===== config.mk =====
export PLATFORM = sky130hd
export DESIGN_NAME = dual_cpu_region_decode
export DESIGN_NICKNAME = d
export VERILOG_FILES = /design/src/rtl/region_pkg.sv /design/src/rtl/reset_sync.sv /design/src/rtl/slot_classifier.sv /design/src/rtl/main_region_stage.sv /design/src/rtl/sub_ram_stage.sv /design/src/rtl/dual_cpu_region_decode.sv
export SDC_FILE = /design/constraint.sdc
export NUM_CORES = 1
export LEC_CHECK = 0
export BUFFER_PORTS_ARGS = -buffer_cell sky130_fd_sc_hd__buf_2
export CORE_ASPECT_RATIO = 0.9
export CORE_UTILIZATION = 47
export DETAILED_ROUTE_END_ITERATION = 16
export MAX_ROUTING_LAYER = met4
export PLACE_DENSITY = 0.84
export RECOVER_POWER = 100
export SYNTH_ARGS = -nofsm -noshare
export SYNTH_HDL_FRONTEND = slang
export SYNTH_SLANG_ARGS = --single-unit

===== constraint.sdc =====
create_clock -name clk -period 2.49 [get_ports clk]
set_input_delay 0.1245 -clock clk [delete_from_list [all_inputs] [get_ports clk]]
set_output_delay 0.1245 -clock clk [all_outputs]
set_load 0.02 [all_outputs]

===== src/rtl/region_pkg.sv =====
package region_pkg;

  localparam int SLOT_W = 8;

  typedef enum logic [2:0] {
    RG_CART   = 3'd0,
    RG_TRAP   = 3'd1,
    RG_IO     = 3'd2,
    RG_VIDEO  = 3'd3,
    RG_SUBWIN = 3'd4,
    RG_WRAM   = 3'd5,
    RG_EXTRA  = 3'd6,
    RG_IDLE   = 3'd7
  } region_e;

  localparam int NUM_REGIONS = 8;

  localparam logic [SLOT_W-1:0] SLOT_EXTRA     = 8'h80;
  localparam logic [SLOT_W-1:0] SLOT_SUBWIN    = 8'hA0;
  localparam logic [SLOT_W-1:0] SLOT_IO        = 8'hA1;
  localparam logic [SLOT_W-1:0] SLOT_VID_FIRST = 8'hC0;
  localparam logic [SLOT_W-1:0] SLOT_WRAM_LO   = 8'hE0;
  localparam int                VID_STRIDE_LG  = 3;

endpackage


===== src/rtl/reset_sync.sv =====
module reset_sync #(
  parameter int STAGES = 2
) (
  input  logic clk,
  input  logic rst_n,
  output logic rst_n_sync
);

  logic [STAGES-1:0] chain_q;
  logic [STAGES-1:0] chain_d;

  always_comb begin
    chain_d = {chain_q[STAGES-2:0], 1'b1};
  end

  always_ff @(posedge clk or negedge rst_n) begin
    if (!rst_n) chain_q <= '0;
    else        chain_q <= chain_d;
  end

  assign rst_n_sync = chain_q[STAGES-1];

endmodule


===== src/rtl/slot_classifier.sv =====
module slot_classifier
  import region_pkg::*;
(
  input  logic [SLOT_W-1:0] slot,
  input  logic              alt_map,
  output region_e           region,
  output logic              wr_ignored
);

  logic is_video;

  always_comb begin
    is_video = (slot >= SLOT_VID_FIRST) && (slot < SLOT_WRAM_LO) &&
               (slot[VID_STRIDE_LG-1:0] == '0);
  end

  always_comb begin
    region     = RG_TRAP;
    wr_ignored = 1'b0;
    if (!slot[SLOT_W-1]) begin
      region = RG_CART;
    end else if (slot >= SLOT_WRAM_LO) begin
      region = RG_WRAM;
    end else if (slot == SLOT_SUBWIN) begin
      region = RG_SUBWIN;
    end else if (slot == SLOT_IO) begin
      if (alt_map) begin
        region     = RG_IDLE;
        wr_ignored = 1'b1;
      end else begin
        region = RG_IO;
      end
    end else if (alt_map && slot == SLOT_EXTRA) begin
      region     = RG_EXTRA;
      wr_ignored = 1'b1;
    end else if (is_video) begin
      region = RG_VIDEO;
    end
  end

endmodule


===== src/rtl/main_region_stage.sv =====
module main_region_stage
  import region_pkg::*;
#(
  parameter int AW      = 24,
  parameter int WRAM_AW = 16
) (
  input  logic                   clk,
  input  logic                   rst_n,
  input  logic [AW-1:0]          addr,
  input  logic                   rd,
  input  logic                   wr,
  input  logic                   alt_map,
  output logic [NUM_REGIONS-1:0] sel,
  output logic                   lockup,
  output logic                   wr_drop,
  output logic [WRAM_AW-1:0]     wram_addr
);

  localparam int SLOT_LSB = AW - SLOT_W;

  logic [SLOT_W-1:0]      slot;
  region_e                region;
  logic                   wr_ignored;
  logic                   strobe;

  logic [NUM_REGIONS-1:0] sel_d, sel_q;
  logic                   lockup_d, lockup_q;
  logic                   drop_d, drop_q;
  logic [WRAM_AW-1:0]     wram_d, wram_q;

  assign slot   = addr[AW-1:SLOT_LSB];
  assign strobe = rd | wr;

  slot_classifier u_cls (
    .slot       (slot),
    .alt_map    (alt_map),
    .region     (region),
    .wr_ignored (wr_ignored)
  );

  for (genvar gi = 0; gi < NUM_REGIONS; gi++) begin : g_sel
    assign sel_d[gi] = strobe && (region == region_e'(gi));
  end

  always_comb begin
    lockup_d = strobe && (region == RG_TRAP);
    drop_d   = wr && wr_ignored;
    wram_d   = wram_q;
    if (strobe) wram_d = addr[WRAM_AW-1:0];
  end

  always_ff @(posedge clk or negedge rst_n) begin
    if (!rst_n) begin
      sel_q    <= '0;
      lockup_q <= 1'b0;
      drop_q   <= 1'b0;
      wram_q   <= '0;
    end else begin
      sel_q    <= sel_d;
      lockup_q <= lockup_d;
      drop_q   <= drop_d;
      wram_q   <= wram_d;
    end
  end

  assign sel       = sel_q;
  assign lockup    = lockup_q;
  assign wr_drop   = drop_q;
  assign wram_addr = wram_q;

  AST_CART_LOW: assert property (@(posedge clk) disable iff (!rst_n)
    (strobe && !addr[AW-1]) |=> sel[RG_CART]);
  AST_LOCK_TRAP: assert property (@(posedge clk) disable iff (!rst_n)
    lockup |-> sel[RG_TRAP]);
  AST_WRAM_MIRROR: assert property (@(posedge clk) disable iff (!rst_n)
    (strobe && slot >= SLOT_WRAM_LO) |=>
      (sel[RG_WRAM] && wram_addr == $past(addr[WRAM_AW-1:0])));
  AST_ALT_WR_DROP: assert property (@(posedge clk) disable iff (!rst_n)
    (wr && alt_map && (slot == SLOT_IO || slot == SLOT_EXTRA)) |=> wr_drop);
  AST_ONE_SEL: assert property (@(posedge clk) disable iff (!rst_n)
    strobe |=> ($countones(sel) == 1));
  AST_NO_SEL_IDLE: assert property (@(posedge clk) disable iff (!rst_n)
    !strobe |=> (sel == '0 && !lockup && !wr_drop));
  AST_READ_NO_DROP: assert property (@(posedge clk) disable iff (!rst_n)
    !wr |=> !wr_drop);

endmodule


===== src/rtl/sub_ram_stage.sv =====
module sub_ram_stage #(
  parameter int SUB_AW = 16,
  parameter int WIN_AW = 14,
  parameter int RAM_AW = 13
) (
  input  logic              clk,
  input  logic              rst_n,
  input  logic [SUB_AW-1:0] addr,
  input  logic              req,
  output logic              ram_sel,
  output logic [RAM_AW-1:0] ram_addr
);

  logic              hit;
  logic              sel_d, sel_q;
  logic [RAM_AW-1:0] addr_d, addr_q;

  always_comb begin
    hit    = req && (addr[SUB_AW-1:WIN_AW] == '0);
    sel_d  = hit;
    addr_d = addr_q;
    if (hit) addr_d = addr[RAM_AW-1:0];
  end

  always_ff @(posedge clk or negedge rst_n) begin
    if (!rst_n) begin
      sel_q  <= 1'b0;
      addr_q <= '0;
    end else begin
      sel_q  <= sel_d;
      addr_q <= addr_d;
    end
  end

  assign ram_sel  = sel_q;
  assign ram_addr = addr_q;

  AST_SUB_HIT: assert property (@(posedge clk) disable iff (!rst_n)
    (req && addr[SUB_AW-1:WIN_AW] == '0) |=>
      (ram_sel && ram_addr == $past(addr[RAM_AW-1:0])));
  AST_SUB_MISS: assert property (@(posedge clk) disable iff (!rst_n)
    (!req || addr[SUB_AW-1:WIN_AW] != '0) |=> !ram_sel);

endmodule


===== src/rtl/dual_cpu_region_decode.sv =====
module dual_cpu_region_decode
  import region_pkg::*;
#(
  parameter int MAIN_AW    = 24,
  parameter int WRAM_AW    = 16,
  parameter int SUB_AW     = 16,
  parameter int SUB_WIN_AW = 14,
  parameter int SUB_RAM_AW = 13
) (
  input  logic                   clk,
  input  logic                   rst_n,
  input  logic [MAIN_AW-1:0]     main_addr,
  input  logic                   main_rd,
  input  logic                   main_wr,
  input  logic                   alt_map,
  input  logic [SUB_AW-1:0]      sub_addr,
  input  logic                   sub_req,
  output logic [NUM_REGIONS-1:0] main_sel,
  output logic                   lockup,
  output logic                   wr_drop,
  output logic [WRAM_AW-1:0]     wram_addr,
  output logic                   sub_ram_sel,
  output logic [SUB_RAM_AW-1:0]  sub_ram_addr
);

  logic rst_n_sync;

  reset_sync #(.STAGES(2)) u_rst (
    .clk        (clk),
    .rst_n      (rst_n),
    .rst_n_sync (rst_n_sync)
  );

  main_region_stage #(
    .AW      (MAIN_AW),
    .WRAM_AW (WRAM_AW)
  ) u_main (
    .clk       (clk),
    .rst_n     (rst_n_sync),
    .addr      (main_addr),
    .rd        (main_rd),
    .wr        (main_wr),
    .alt_map   (alt_map),
    .sel       (main_sel),
    .lockup    (lockup),
    .wr_drop   (wr_drop),
    .wram_addr (wram_addr)
  );

  sub_ram_stage #(
    .SUB_AW (SUB_AW),
    .WIN_AW (SUB_WIN_AW),
    .RAM_AW (SUB_RAM_AW)
  ) u_sub (
    .clk      (clk),
    .rst_n    (rst_n_sync),
    .addr     (sub_addr),
    .req      (sub_req),
    .ram_sel  (sub_ram_sel),
    .ram_addr (sub_ram_addr)
  );

  always_comb begin
    AST_RESET_QUIET: assert (rst_n_sync || (main_sel == '0 && !lockup && !wr_drop && !sub_ram_sel));
  end

endmodule


==> flow_summary.json <==
{
  "fp.dieW_um": 63.4,
  "avgSynthCellArea_um2": 14.5,
  "clkTransAtPathRegs_ns": 0.07,
  "viasPerCell": 4.98,
  "core_area_um2": 3140,
  "cp_num_buf_inv": 1,
  "cp.arrival_ns": 1.59,
  "wl_um": 3180,
  "ir_worst_vdd_v": 0.000416,
  "worstSetupEndpointType": "register",
  "synth_edf_count": 0,
  "cts_made_buffers": 5,
  "drive_gt1_frac": 0.390,
  "critPathTopFamily": "simple AND/OR/NAND/NOR gates",
  "h-tree-depth": 2,
  "status": "finished, final reports clean",
  "setup_viol": 0,
  "drv_slew": 0,
  "clock_latency_ns": 0.29,
  "drtPass1Iterations": 4,
  "powerDensity_nw_per_um2": 705,
  "hpwl_um": 2420,
  "hold_viol": 0,
  "crit_chain": "clkbuf_1, or2_0, mux2_2",
  "start_util": 0.508,
  "crit_fanout": 17,
  "syn_to_final_growth_pct": 29.1,
  "cts_resized": 0,
  "num_io_pins": 86,
  "setup_tns_ns": 0,
  "grt_first_pass_wirelength_um": 5250,
  "placementRows": 19,
  "layout_commonest_cell": "clkbuf_1",
  "synth_cells": 110,
  "synth_area_um2": 1590,
  "hold_slack_ns": 0.0464,
  "tightest_slew_ns": 1.13,
  "rsz0062_at_grt": "no",
  "fin_crit_ns": 1.42,
  "yosysWarningCount": 0,
  "synth.distinct_cells": 24,
  "clockRootBuffer": "clkbuf_8",
  "ys_seq_elements": 41,
  "cts_tree": "yes",
  "setup_ws_ns": 1.07,
  "clkSinkCount": 41,
  "dp_slack_ns": 1.13,
  "clock_skew_ns": 0.00402,
  "drc": 0,
  "insertedDiodeCount": 0,
  "drtIter0Drc": 32,
  "critical-path-max-stage-delay_ns": 0.88,
  "critPathSlowestCell": "or2_0",
  "post_cts_buffers": 0,
  "grt_pass1_vias": 1181,
  "grtUsageTotal": 0.201,
  "startpoint_type": "input port",
  "avgRoutedWirePerCell_um": 13.1,
  "die_h_um": 57.2,
  "min_path_type": "reg2async",
  "antenna_found_initial": 0,
  "dieArea_um2": 3630,
  "fmax_mhz": 703,
  "gr-total-overflow": 0,
  "cts_hold_buffers": 1,
  "cts_max_path_buffers": 2,
  "criticalPathCategory": "in2reg",
  "synth.net_count": 156,
  "numPortBuffers": 84,
  "period_share": 0.571,
  "vias": 1204,
  "nNetsFinal": 245,
  "grt_max_degree": 37,
  "final_cell_mix": "clkbuf_1, dfrtp_1, buf_2",
  "ys_seq_area_frac": 0.644,
  "slew_headroom": 0.246,
  "p_leak_nw": 0.944,
  "synth_ff_type": "dfrtp_1",
  "crit_required_ns": 2.66,
  "synthArstFlopShare": 1.00,
  "drv_cap": 0,
  "ant_nets": 0,
  "gp_congestion": 0.794
}
-- report_power, final --
| group | switching, mW | internal (mW) | total [mW] |
|---|---|---|---|
| Sequential | 0.0340 | 0.733 | 0.767 |
| Clock | 0.209 | 0.194 | 0.403 |
| Combinational | 0.170 | 0.109 | 0.279 |
-- synth_stat cells (all sizes together) (2+ instances only) --
master / n / area [µm²]
o21ai: 4 / 20.0
mux2: 29 / 327
nor2: 5 / 18.8
nor3b: 2 / 20.0
a21oi: 3 / 15.0
nor4: 3 / 33.8
dfrtp: 41 / 1030
nor3: 2 / 15.0
nand2: 5 / 18.8
buf: 4 / 22.5
nand2b: 3 / 21.3
nand3: 2 / 10.0
-- state kept, by name (all words and copies together) (netlist names) --
signal	flops
u_main.sel	8
u_main.wr_drop	1
u_main.wram_addr	16
u_rst.chain_q	2
u_sub.ram_addr	13
u_sub.ram_sel	1
-- cells by family (layout without fill, tap and decap cells) --
logic type | count (synthesis) | in the layout | share of synthesized area
AOI/OAI and AO/OA | 8 | 8 | 0.0283
buffers and inverters | 6 | 96 | 0.0188
DFF | 41 | 41 | 0.644
muxes | 29 | 29 | 0.205
other | 1 | 1 | 0.00235
and+or+nand+nor | 25 | 25 | 0.101
-- path summary, 6_finish.rpt --
| kind | start | endpoint | slack (ns) | depth (start not counted) |
|---|---|---|---|---|
| worst max register to register | u_rst.chain_q[1] | u_sub.ram_addr[10] | 1.41 | 1 |
| min in group clk | alt_map | u_main.sel[2] | 0.05 | 2 |
| worst max-delay path | main_wr | u_main.wram_addr[12] | 1.07 | 3 |
| worst min-delay path | u_rst.chain_q[1] | u_main.sel[5] | 0.05 | 0 |
| max in group asynchronous | u_rst.chain_q[1] | u_sub.ram_addr[10] | 1.41 | 1 |
| worst min register to register | u_rst.chain_q[1] | u_main.sel[5] | 0.05 | 0 |
-- area by class of cell --
cell class | count | area [µm²]
clock buffer | 6 | 72.6
timing repair buffer | 87 | 384
sequential | 41 | 1030
tap | 42 | 52.6
fill | 274 | 1080
clock inverter | 2 | 10.0
inverter | 1 | 3.75
multi-input combinational | 63 | 507
-- stage by stage --
| step | cells | power [mW] | cell area, µm² | util |
|---|---|---|---|---|
| 6_report | 242 | 1.45 | 2060 | 0.655 |
| 5_1_grt | 242 | 1.53 | 2060 | 0.655 |
| 4_1_cts | 242 | 1.49 | 2150 | 0.684 |
| 3_5_place_dp | 233 | 1.08 | 2050 | 0.655 |
| 3_3_place_gp | 233 | 1.07 | 2050 | 0.655 |
| 2_1_floorplan | 110 | 0.956 | 1590 | - |
-- metal layers --
layer / up-vias / part of all wire / routed length [µm] / global-route usage
li1: 560 / - / - / -
met3: 6 / 0.066 / 209 / 0.0720
met2: 53 / 0.52 / 1660 / 0.334
met4: 0 / 0.018 / 57 / 0.0877
met5: - / 0 / 0 / -
met1: 585 / 0.40 / 1260 / 0.218
Power figures use the tool's default switching activity.
